<file path="src/rtl/rcv_fifo_pkg.sv">
package rcv_fifo_pkg;

    localparam int ERR_W = 5;

    localparam int BIT_OVERRUN   = 4;
    localparam int BIT_PARITY    = 3;
    localparam int BIT_BAD_END   = 2;
    localparam int BIT_LOST_MID  = 1;
    localparam int BIT_TX_STEAL  = 0;

    typedef logic [ERR_W-1:0] err_code_t;

    typedef struct packed {
        logic push;
        logic pop;
        logic ack;
    } rq_op_t;

    function automatic err_code_t first_err(input err_code_t req);
        err_code_t pick;
        pick = '0;
        for (int b = ERR_W - 1; b >= 0; b--) begin
            if (req[b] && (pick == '0)) pick[b] = 1'b1;
        end
        return pick;
    endfunction

    function automatic err_code_t overrun_code(input logic hit);
        err_code_t c;
        c = '0;
        c[BIT_OVERRUN] = hit;
        return c;
    endfunction

endpackage

</file>
<file path="src/rtl/rcv_word_store.sv">
module rcv_word_store #(
    parameter int DATA_W = 8,
    parameter int DEPTH  = 3,
    parameter int CNT_W  = $clog2(DEPTH + 1)
) (
    input  logic              clk,
    input  logic              rst,
    input  logic              clr,
    input  logic              push_en,
    input  logic              pop_en,
    input  logic [DATA_W-1:0] wdata,
    output logic [DATA_W-1:0] head,
    output logic [CNT_W-1:0]  fill,
    output logic              is_full,
    output logic              overrun
);
    localparam int IDX_W = (DEPTH > 1) ? $clog2(DEPTH) : 1;

    logic [DATA_W-1:0] slot [DEPTH];
    logic [CNT_W-1:0]  fill_q;
    logic [IDX_W-1:0]  tail_idx;
    logic [IDX_W-1:0]  last_idx;
    logic              has_word;

    assign has_word = (fill_q != '0);
    assign is_full  = (fill_q == CNT_W'(DEPTH));
    assign overrun  = push_en && is_full && !pop_en;
    assign tail_idx = IDX_W'(fill_q);
    assign last_idx = IDX_W'(fill_q - CNT_W'(1));
    assign head     = slot[0];
    assign fill     = fill_q;

    always_ff @(posedge clk) begin
        if (rst || clr) begin
            fill_q <= '0;
            for (int i = 0; i < DEPTH; i++) slot[i] <= '0;
        end else if (pop_en && has_word) begin
            for (int i = 0; i < DEPTH - 1; i++) begin
                if (CNT_W'(i + 1) < fill_q) slot[i] <= slot[i + 1];
            end
            if (push_en) slot[last_idx] <= wdata;
            else         fill_q <= fill_q - CNT_W'(1);
        end else if (push_en) begin
            if (is_full) begin
                slot[DEPTH - 1] <= wdata;
            end else begin
                slot[tail_idx] <= wdata;
                fill_q <= fill_q + CNT_W'(1);
            end
        end
    end

endmodule

</file>
<file path="src/rtl/rcv_err_latch.sv">
module rcv_err_latch
    import rcv_fifo_pkg::*;
(
    input  logic      clk,
    input  logic      rst,
    input  logic      clr,
    input  logic      ack,
    input  err_code_t src,
    output err_code_t code,
    output logic      active
);
    err_code_t code_q;

    assign code   = code_q;
    assign active = (code_q != '0);

    always_ff @(posedge clk) begin
        if (rst || clr) begin
            code_q <= '0;
        end else if (ack) begin
            code_q <= '0;
        end else if ((code_q == '0) && (src != '0)) begin
            code_q <= first_err(src);
        end
    end

endmodule

</file>
<file path="src/rtl/rcv_read_mux.sv">
module rcv_read_mux
    import rcv_fifo_pkg::*;
#(
    parameter int DATA_W = 8
) (
    input  logic              sel_code,
    input  logic [DATA_W-1:0] head,
    input  err_code_t         code,
    output logic [DATA_W-1:0] dout
);
    always_comb begin
        if (sel_code) dout = {head[DATA_W-1:ERR_W], code};
        else          dout = head;
    end

endmodule

</file>
<file path="src/rtl/rcv_fifo_errreg.sv">
module rcv_fifo_errreg
    import rcv_fifo_pkg::*;
#(
    parameter int DATA_W = 8,
    parameter int DEPTH  = 3
) (
    input  logic              clk,
    input  logic              rst,
    input  logic              xcvr_rst,
    input  logic              dec_push,
    input  logic [DATA_W-1:0] dec_word,
    input  logic [ERR_W-1:0]  dec_err,
    input  logic              cpu_rd,
    input  logic              sel_err,
    output logic [DATA_W-1:0] rd_data,
    output logic              full,
    output logic              data_avail,
    output logic              rx_err
);
    localparam int CNT_W = $clog2(DEPTH + 1);

    rq_op_t            op;
    logic [DATA_W-1:0] head_word;
    logic [CNT_W-1:0]  fill_cnt;
    logic              ovr_hit;
    err_code_t         err_code_q;
    err_code_t         err_src;

    assign op.push = dec_push && !rx_err;
    assign op.pop  = cpu_rd && !sel_err;
    assign op.ack  = cpu_rd && sel_err;

    assign err_src    = dec_err | overrun_code(ovr_hit);
    assign data_avail = (fill_cnt != '0) && !rx_err;

    rcv_word_store #(
        .DATA_W (DATA_W),
        .DEPTH  (DEPTH),
        .CNT_W  (CNT_W)
    ) store_i (
        .clk     (clk),
        .rst     (rst),
        .clr     (xcvr_rst),
        .push_en (op.push),
        .pop_en  (op.pop),
        .wdata   (dec_word),
        .head    (head_word),
        .fill    (fill_cnt),
        .is_full (full),
        .overrun (ovr_hit)
    );

    rcv_err_latch err_i (
        .clk    (clk),
        .rst    (rst),
        .clr    (xcvr_rst),
        .ack    (op.ack),
        .src    (err_src),
        .code   (err_code_q),
        .active (rx_err)
    );

    rcv_read_mux #(
        .DATA_W (DATA_W)
    ) mux_i (
        .sel_code (sel_err),
        .head     (head_word),
        .code     (err_code_q),
        .dout     (rd_data)
    );

endmodule

</file>
<file path="config.mk">
export PLATFORM = sky130hd
export DESIGN_NAME = rcv_fifo_errreg
export DESIGN_NICKNAME = d
export VERILOG_FILES = /design/src/rtl/rcv_fifo_pkg.sv /design/src/rtl/rcv_word_store.sv /design/src/rtl/rcv_err_latch.sv /design/src/rtl/rcv_read_mux.sv /design/src/rtl/rcv_fifo_errreg.sv
export SDC_FILE = /design/constraint.sdc
export NUM_CORES = 1
export LEC_CHECK = 0
export ABC_AREA = 1
export BUFFER_PORTS_ARGS = -buffer_cell sky130_fd_sc_hd__buf_4
export CAP_MARGIN = 20
export CELL_PAD_IN_SITES_DETAIL_PLACEMENT = 1
export CELL_PAD_IN_SITES_GLOBAL_PLACEMENT = 1
export CORE_ASPECT_RATIO = 1.5
export CORE_UTILIZATION = 41
export DETAILED_ROUTE_END_ITERATION = 16
export PLACE_DENSITY_LB_ADDON = 0.3
export SLEW_MARGIN = 30
export SYNTH_ARGS = -nofsm -noshare
export SYNTH_HDL_FRONTEND = slang
export SYNTH_HIERARCHICAL = 1
export SYNTH_SLANG_ARGS = --single-unit
export TNS_END_PERCENT = 10
</file>
<file path="constraint.sdc">
create_clock -name clk -period 2.5 [get_ports clk]
set_input_delay 0.125 -clock clk [delete_from_list [all_inputs] [get_ports clk]]
set_output_delay 0.125 -clock clk [all_outputs]
set_load 0.01 [all_outputs]
</file>
==> impl_metrics.tcl, run 1 <==
set metrics [dict create \
    status "complete, no violations" \
    grt_usage_pct 22.1 \
    slowest_stage "dfxtp_1" \
    relSlewSlack_pct 62.3 \
    antenna_found_initial 0 \
    ys.warnings.count 6 \
    fin_crit_ns 2.30 \
    critPathMaxStageDelay_ns 0.33 \
    fin_skew_ns 0.00175 \
    gp_congestion 0.773 \
    grt_pass1_wl_um 8500 \
    startpoint_type "flop" \
    layout_commonest_cell "nand2_1" \
    drtAntennaViolNets 0 \
    clk_pin_slew_ns 0.06 \
    ys_ff_latch 31 \
    crit_chain "nor2_2 -> nand2_2 -> nor2_4 -> inv_1 -> nor2_1 -> inv_1 -> nor2_1 -> nand3_2 -> nand2_1 -> nand2_2 -> nand3_2 -> nand3_2" \
    vias 1833 \
    final_net_count 330 \
    synth-simple-area-share_pct 38.6 \
    die_area_sq_um 5170 \
    critPathMaxFanout 9 \
    synth-compound-area-share_pct 3.06 \
    hold_viol 0 \
    cts_tree "yes" \
    regToRegStartpoint "err_i/code[2]" \
    first_pass_iters 4 \
    path_buf_inv 2 \
    rsz0062_at_grt "false" \
    cts.path.max_buffers 2 \
    io_buffers 29 \
    overflow 0 \
    yosys.area_share.adder_pct 2.50 \
    seq_area_frac_synth_pct 43.0 \
    fill_cells 623 \
    die_h_um 87.6 \
    p_leak_nw 1.35 \
    start_util_pct 43.3 \
    hp-start "rst" \
    synth_area_per_cell_sq_um 7.38 \
    syn_area_sq_um 2000 \
    worstSetupEndpointType "flop" \
    clock_latency_ns 0.28 \
    drt_iter0_markers 37 \
    grt_pass1_vias 1972 \
    synth_area_leader_cell "edfxtp_1" \
    syn_to_final_growth_pct 20.6 \
    wl_per_cell_um 13.5 \
    crit_top_cell "nand3_2" \
    antennaDiodeCount 0 \
    synthDistinctLibCells 22 \
    place_inst 364 \
    tns_ns 0 \
    finalNonFillerCells 372 \
    syn_nets 294 \
    synthXorXnorAreaFrac_pct 0 \
    cap_violations 0 \
    ir_drop_uv 392 \
    post-route-drc-count 0 \
    register_area_sq_um 861 \
    worstPathRequired_ns 2.47 \
    critPathArrivalTime_ns 2.27 \
    drive_above_1_share_pct 20.1 \
    netlist.area_leader.share_pct 36.0 \
    synth_top_family_by_area "simple AND/OR/NAND/NOR gates" \
    coreArea_sq_um 4620 \
    postCtsSetupBuffers 0 \
    htree_num_levels 2 \
    numCtsBuffers 5 \
    design_area_sq_um 2410 \
    finalWirelength_um 5020 \
    timing.final.crit_share_pct 91.9 \
    place_hpwl_um 3980 \
    post_drt_via_cell_ratio 4.93 \
    yosys-top-cells-area "edfxtp_1, nand2_1, nand4_1" \
    hold_path.class "primary input to flop" \
    clkSinkCount 31 \
    crit_family "simple AND/OR/NAND/NOR gates" \
    detailed_place.area_sq_um 2290 \
    holdWs_ns 0.119 \
    syn_inst 271 \
    cp-startpoint "err_i/code[2]" \
    final_cell_mix "nand2_1, inv_1, buf_4, nand4_1, edfxtp_1" \
    multi_input_area_sq_um 895 \
    powerDensity_nw_per_um2 524 \
    maxSlewViolCount 0 \
    fmax_mhz 435 \
    num_io_pins 30 \
    path_class "flop to flop" \
    worstMarginPinSlew_ns 0.565 \
    setup-violations-final 0 \
    synthMuxAreaShare_pct 0 \
    rows 30 \
    grt_max_degree 25 \
    cts-root-buf "clkbuf_8" \
    fp.dieW_um 59.0 \
]
registers in the layout, summed over array words and instances, names as in the netlist:
register	count
store_i/fill	2
store_i/slot	24
err_i/code	5
power breakdown:
part | leakage [nW] | switching, mW | internal [mW]
clock network | 0.0556 | 0.190 | 0.291
registers | 0.324 | 0.0109 | 0.578
logic | 0.969 | 0.123 | 0.0709
cell type report:
| type | count | area share (%) |
|---|---|---|
| clock buffer | 5 | 2.85 |
| clock inverter | 3 | 1.61 |
| inverter | 47 | 7.31 |
| multi-input combinational | 183 | 37.1 |
| sequential | 31 | 35.7 |
| tap | 64 | 3.32 |
| timing repair buffer | 39 | 12.1 |
cells in the mapped netlist, drive strengths merged:
cell	count
nand4	28
nor2	16
edfxtp	24
dfxtp	7
or2	1
inv	47
buf	10
ha	4
o21ai	3
nand3	13
nor3	1
nand3b	1
nand2	109
a21oi	7
through the flow:
stage | setup WS, ns | util (%) | power (mW)
floorplan | 0.238 | - | 0.714
CTS | 0.0683 | 52.0 | 1.28
global route | 0.00765 | 52.2 | 1.32
global placement | 0.214 | 49.7 | 0.783
detailed placement | 0.114 | 49.7 | 0.793
finish | 0.202 | 52.2 | 1.26
worst reg2reg max path: stages (launching register included):
cell     delay, ns
dfxtp_1       0.33
nor2_2        0.11
nand2_2       0.07
nor2_4        0.08
inv_1         0.07
nor2_1        0.18
inv_1         0.08
nor2_1        0.26
nand3_2       0.21
nand2_1       0.13
nand2_2       0.15
nand3_2       0.13
nand3_2       0.19
kinds of logic (layout without fill, tap and decap cells):
| logic type | Yosys count | after routing |
|---|---|---|
| compound gates | 10 | 10 |
| fa+ha+maj | 4 | 4 |
| buf+inv | 57 | 94 |
| flops | 31 | 31 |
| simple gates | 169 | 169 |
metal layers:
metal	global-route usage (%)	routed length (um)	vias up	part of all wire, %
li1	-	-	939	-
met4	7.79	81	0	1.6
met1	21.2	1930	849	39
met3	4.14	143	8	2.8
met2	44.6	2860	37	57
met5	0	0	-	0
path summary, 6_finish.rpt:
check,end,slack (ns),cells past startpoint
max,store_i/slot[1][5],0.20,12
min,err_i/code[4],0.12,4
max reg2reg,store_i/slot[1][5],0.20,12
min reg2reg,err_i/code[0],0.49,2
what timing repair did:
item	CTS	global route
gates resized for setup	0	2
setup endpoints to repair	0	16
hold buffers	0	0
No activity file was read; power rests on OpenSTA's default activity.
==> run 2, diff against run 1 <==
CORE_MARGIN = 4   (was not set)
GPL_TIMING_DRIVEN = 0   (was not set)
RECOVER_POWER = 50   (was not set)
==> run 2 against run 1 <==
  * First-iteration DRC count unchanged
  * Setup slack improved by 0.00073 ns
  * Fmax about the same
  * Global-route usage decreased by 2.4 points
  * Cell area increased by 2.5%
  * Sequential share of layout area decreased by 0.83 points
  * Sequential cell count unchanged
  * Power increased by 2.0%
  * Largest power group unchanged
  * Highest routed layer unchanged
==> impl_metrics.tcl, run 2 (synthesized netlist as in run 1, its figures left out) <==
set metrics [dict create \
    cap_violations 0 \
    coreArea_sq_um 4620 \
    powerDensity_nw_per_um2 522 \
    r2r-end "store_i/slot[0][5]" \
    critPathMaxFanout 10 \
    grt_pass1_wl_um 9250 \
    vias 1903 \
    fill_cells 624 \
    first_pass_iters 4 \
    fin_crit_ns 2.30 \
    regMostFlops "store_i/slot" \
    die_area_sq_um 6080 \
    setup-violations-final 0 \
    gp_congestion 0.754 \
    fin_skew_ns 0.00614 \
    largest_reg_flops 24 \
    p_clk_share_pct 38.2 \
    post_drt_via_cell_ratio 5.10 \
    worstMarginPinSlew_ns 0.460 \
    numCtsBuffers 5 \
    p_int_mw 0.942 \
    maxSlewViolCount 0 \
    design_area_sq_um 2470 \
    rows 30 \
    fp.dieW_um 65.0 \
    hold_viol 0 \
    final_net_count 331 \
    fmax_mhz 435 \
    worstHoldPathCells 3 \
    hold_path.class "primary input to flop" \
    reg2reg_slack_ns 0.20 \
    antennaDiodeCount 0 \
    worstSetupEndpointType "flop" \
    cp-startpoint "err_i/code[2]" \
    overflow 0 \
    dp_slack_ns -0.270 \
    drtAntennaViolNets 0 \
    status "complete, no violations" \
    syn_to_final_growth_pct 23.6 \
    register_area_sq_um 862 \
    hp-start "dec_err[3]" \
    ir_drop_uv 284 \
    detailed_place.area_sq_um 2300 \
    htree_num_levels 2 \
    finalWirelength_um 5540 \
    startpoint_type "flop" \
    multi_input_area_sq_um 967 \
    antenna_found_initial 0 \
    num_io_pins 30 \
    clk_pin_slew_ns 0.07 \
    die_h_um 93.6 \
    share_seq_of_total_power_pct 45.6 \
    clkSinkCount 31 \
    place_hpwl_um 3940 \
    grt_max_degree 11 \
    worstPathRequired_ns 2.54 \
    p_sw_mw 0.349 \
    io_buffers 29 \
    start_util_pct 43.3 \
    timing.final.crit_share_pct 91.9 \
    cts-root-buf "clkbuf_8" \
    relSlewSlack_pct 69.2 \
    hold_end "err_i/code[3]" \
    p_sw_share_pct 27.0 \
    post-route-drc-count 0 \
    drt_iter0_markers 37 \
    p_leak_nw 1.34 \
    grt_usage_pct 19.7 \
    path_class "flop to flop" \
    wl_per_cell_um 14.9 \
    p_total_mw 1.29 \
    clock_latency_ns 0.29 \
    worst_slack_ns 0.202 \
    cts_tree "yes" \
    comb_power_share_pct 16.2 \
    reg2reg_depth 13 \
    regToRegStartpoint "err_i/code[2]" \
    critPathArrivalTime_ns 2.34 \
    final_cell_mix "nand2_1, inv_1, nand4_1, buf_4, edfxtp_1" \
    grt_pass1_vias 2077 \
    drive_above_1_share_pct 20.1 \
    cts.path.max_buffers 2 \
    layout_commonest_cell "nand2_1" \
    holdWs_ns 0.124 \
]
-- run 2: cell count changes in the layout (fill, tap and decap cells not counted), moves of 4 or more --
| cell | delta |
|---|---|
| clkbuf_1 | +7 |
| buf_4 | -15 |
| nand3_2 | -4 |
| clkbuf_4 | +4 |
| nand3_4 | +5 |
-- run 2: through the flow --
step / instances / setup TNS [ns] / util (%)
floorplan: 271 / 0 / -
global placement: 364 / -4.19 / 49.8
detailed placement: 364 / -4.70 / 49.8
CTS: 372 / 0 / 52.7
global route: 373 / -0.0622 / 53.6
finish: 373 / 0 / 53.6
-- run 2: cell type report --
type | count | share of cell area, %
plain buffers | 10 | 3.29
clock buffers | 5 | 2.78
clock inverters | 3 | 1.57
inverters | 47 | 7.13
multi-input cells | 183 | 39.1
flip-flops and latches | 31 | 34.9
well taps | 64 | 3.24
repair buffers | 30 | 8.04
-- run 2: timing repair --
item / 4_1_cts / 5_1_grt
endpoints found under the setup margin: 24 / 48
hold buffers: 0 / 0
gates resized for setup: 6 / 12
pin swaps: 0 / 1
setup buffers: 0 / 1
-- run 2: worst max-delay path by stage --
stage | end | cells after the start | slack, ns
4_1_cts | store_i/slot[1][4] | 11 | 0.02
3_5_place_dp | store_i/slot[2][7] | 12 | -0.27
2_1_floorplan | store_i/slot[2][0] | 12 | 0.24
6_report | store_i/slot[0][5] | 13 | 0.20
5_1_grt | store_i/slot[0][5] | 13 | -0.03
3_3_place_gp | store_i/slot[2][7] | 12 | -0.24
-- run 2: per-layer routing --
metal / up-vias / global-route usage (%) / wire (um)
met4: 0 / 8.30 / 111
li1: 942 / - / -
met5: - / 0 / 0
met1: 905 / 19.5 / 2010
met3: 11 / 3.61 / 251
met2: 45 / 38.7 / 3170
-- run 2: critical path: stages (launching register included) --
cell	delay, ns
dfxtp_1	0.34
nor2_2	0.12
nand2_2	0.06
nor2_4	0.14
inv_1	0.10
nor2_2	0.16
inv_1	0.10
nor2_4	0.16
nand3_2	0.18
nand2_1	0.16
nand2_4	0.12
clkbuf_4	0.21
nand4_1	0.11
nand2_1	0.08
-- run 2: power groups by stage --
stage | clock network [mW] | logic (mW) | registers, mW
after CTS | 0.501 | 0.200 | 0.588
after global placement | 0 | 0.189 | 0.598
after global routing | 0.530 | 0.233 | 0.591
final | 0.494 | 0.209 | 0.588
after detailed placement | 0 | 0.195 | 0.600
after floorplan | 0 | 0.118 | 0.596
==> run 3, diff against run 2 <==
CORE_UTILIZATION = 37   (was 41)
==> run 3 against run 2 <==
  * Combinational power is 2% higher
  * Sequential power hardly changed
  * Via count is 0.42% higher
  * Sequential share of layout area is 0.12 points lower
  * Largest cell class unchanged
  * Count of clock-buffer cells in the layout is 1 higher
  * Power is 8.9% lower
  * Critical path type unchanged
  * Fmax is 3.9% lower
==> impl_metrics.tcl, run 3 (synthesized netlist as in run 1, its figures left out) <==
set metrics [dict create \
    status "complete, no violations" \
    fin_skew_ns 0.00902 \
    final_cell_mix "nand2_1, inv_1, nand4_1, buf_4, edfxtp_1" \
    cts.path.max_buffers 2 \
    hold_path.class "primary input to flop" \
    fp.dieW_um 68.0 \
    cts_tree "yes" \
    critPathArrivalTime_ns 2.42 \
    syn_to_final_growth_pct 23.9 \
    io_buffers 29 \
    fmax_mhz 418 \
    coreArea_sq_um 5200 \
    place_hpwl_um 3870 \
    startpoint_type "flop" \
    die_area_sq_um 6670 \
    cp-startpoint "store_i/fill[0]" \
    reg2reg_depth 11 \
    worstPathRequired_ns 2.53 \
    grt_pass1_vias 1942 \
    vias 1911 \
    cap_violations 0 \
    path_class "flop to flop" \
    crit_chain "inv_1 -> ha_1 -> inv_1 -> nand2_1 -> nand3b_1 -> nand3_2 -> buf_2 -> nand2_1 -> inv_1 -> nand2_1 -> nand2_1" \
    finalWirelength_um 5210 \
    post_drt_via_cell_ratio 5.04 \
    grt_max_degree 11 \
    layout_commonest_cell "nand2_1" \
    reg2reg_slack_ns 0.11 \
    overflow 0 \
    grt_usage_pct 16.7 \
    critPathMaxFanout 10 \
    critPathMaxStageDelay_ns 0.48 \
    regToRegStartpoint "store_i/fill[0]" \
    gp_congestion 0.791 \
    drt_iter0_markers 39 \
    clkSinkCount 31 \
    crit_end "store_i/slot[0][6]" \
    wl_per_cell_um 13.7 \
    relSlewSlack_pct 78.6 \
    worst_slack_ns 0.110 \
    first_pass_iters 4 \
    cts-root-buf "clkbuf_8" \
    num_io_pins 30 \
    worstSetupEndpointType "flop" \
    fin_crit_ns 2.39 \
    largest_reg_flops 24 \
    drtAntennaViolNets 0 \
    post-route-drc-count 0 \
    rows 32 \
    grt_pass1_wl_um 8650 \
    numCtsBuffers 5 \
    hold_viol 0 \
    powerDensity_nw_per_um2 475 \
    final_net_count 333 \
    finalNonFillerCells 379 \
    rsz0062_at_grt "true" \
    p_leak_nw 1.35 \
    maxSlewViolCount 0 \
    drive_above_1_share_pct 20.3 \
    cts_hold_buf 0 \
    ir_drop_uv 251 \
    htree_num_levels 2 \
    final_util_pct 47.6 \
    clock_latency_ns 0.28 \
    setup-violations-final 0 \
    r2r-end "store_i/slot[0][6]" \
    clk_pin_slew_ns 0.06 \
    regMostFlops "store_i/slot" \
    timing.final.crit_share_pct 95.6 \
    antenna_found_initial 0 \
    worstMarginPinSlew_ns 0.321 \
    p_total_mw 1.18 \
    die_h_um 98.1 \
    tns_ns 0 \
    place_inst 368 \
    antennaDiodeCount 0 \
    crit_top_cell "nand2_1" \
    dp_slack_ns -0.322 \
    start_util_pct 38.4 \
    slowest_stage "dfxtp_1" \
]
==> run 3: report_power, final <==
| part | switching [mW] | internal [mW] |
|---|---|---|
| clock network | 0.183 | 0.191 |
| registers | 0.0105 | 0.578 |
| logic | 0.138 | 0.0758 |
| total | 0.332 | 0.845 |
==> run 3: repair_timing <==
action	in CTS	in global routing
gates resized for setup	7	7
cloned	0	1
setup endpoints to repair	24	48
endpoints found under the hold margin	0	0
pin swaps	0	2
buffers inserted	0	2
==> run 3: stage by stage <==
stage,cell area (sq um),hold slack [ns]
2_1_floorplan,2000,0.285
6_report,2480,0.129
5_1_grt,2480,0.149
3_3_place_gp,2300,0.405
4_1_cts,2420,0.120
3_5_place_dp,2300,0.419
==> run 3: worst max-delay path: cells and delay by family, from the launching register on <==
| family | cells | cell delay [ns] |
|---|---|---|
| simple gates | 6 | 0.89 |
| buf+inv | 4 | 0.50 |
| flops | 1 | 0.48 |
| fa+ha+maj | 1 | 0.26 |
==> run 3: how the worst min path moves through the flow <==
stage	start	end	slack, ns	cells after the start
finish	rst	err_i/code[4]	0.13	4
global route	dec_err[1]	err_i/code[1]	0.15	3
CTS	dec_err[3]	err_i/code[3]	0.12	3
detailed placement	dec_err[3]	err_i/code[3]	0.42	3
global placement	rst	err_i/code[4]	0.41	4
floorplan	dec_err[1]	err_i/code[1]	0.29	2
==> run 3: final cells by class <==
cell class | count | area (sq um)
Clock buffer | 6 | 72.6
Sequential cell | 31 | 861
Buffer | 10 | 78.8
Clock inverter | 2 | 8.76
Inverter | 47 | 176
Timing Repair Buffer | 31 | 226
Tap cell | 68 | 85.1
Fill cell | 689 | 2730
Multi-Input combinational cell | 184 | 970
==> run 3: per-layer routing <==
metal | vias up | global-route usage, % | routed length (um)
met4 | 0 | 4.75 | 50
met3 | 4 | 3.22 | 234
li1 | 950 | - | -
met2 | 40 | 30.3 | 2940
met5 | - | 0 | 0
met1 | 917 | 19.0 | 1980
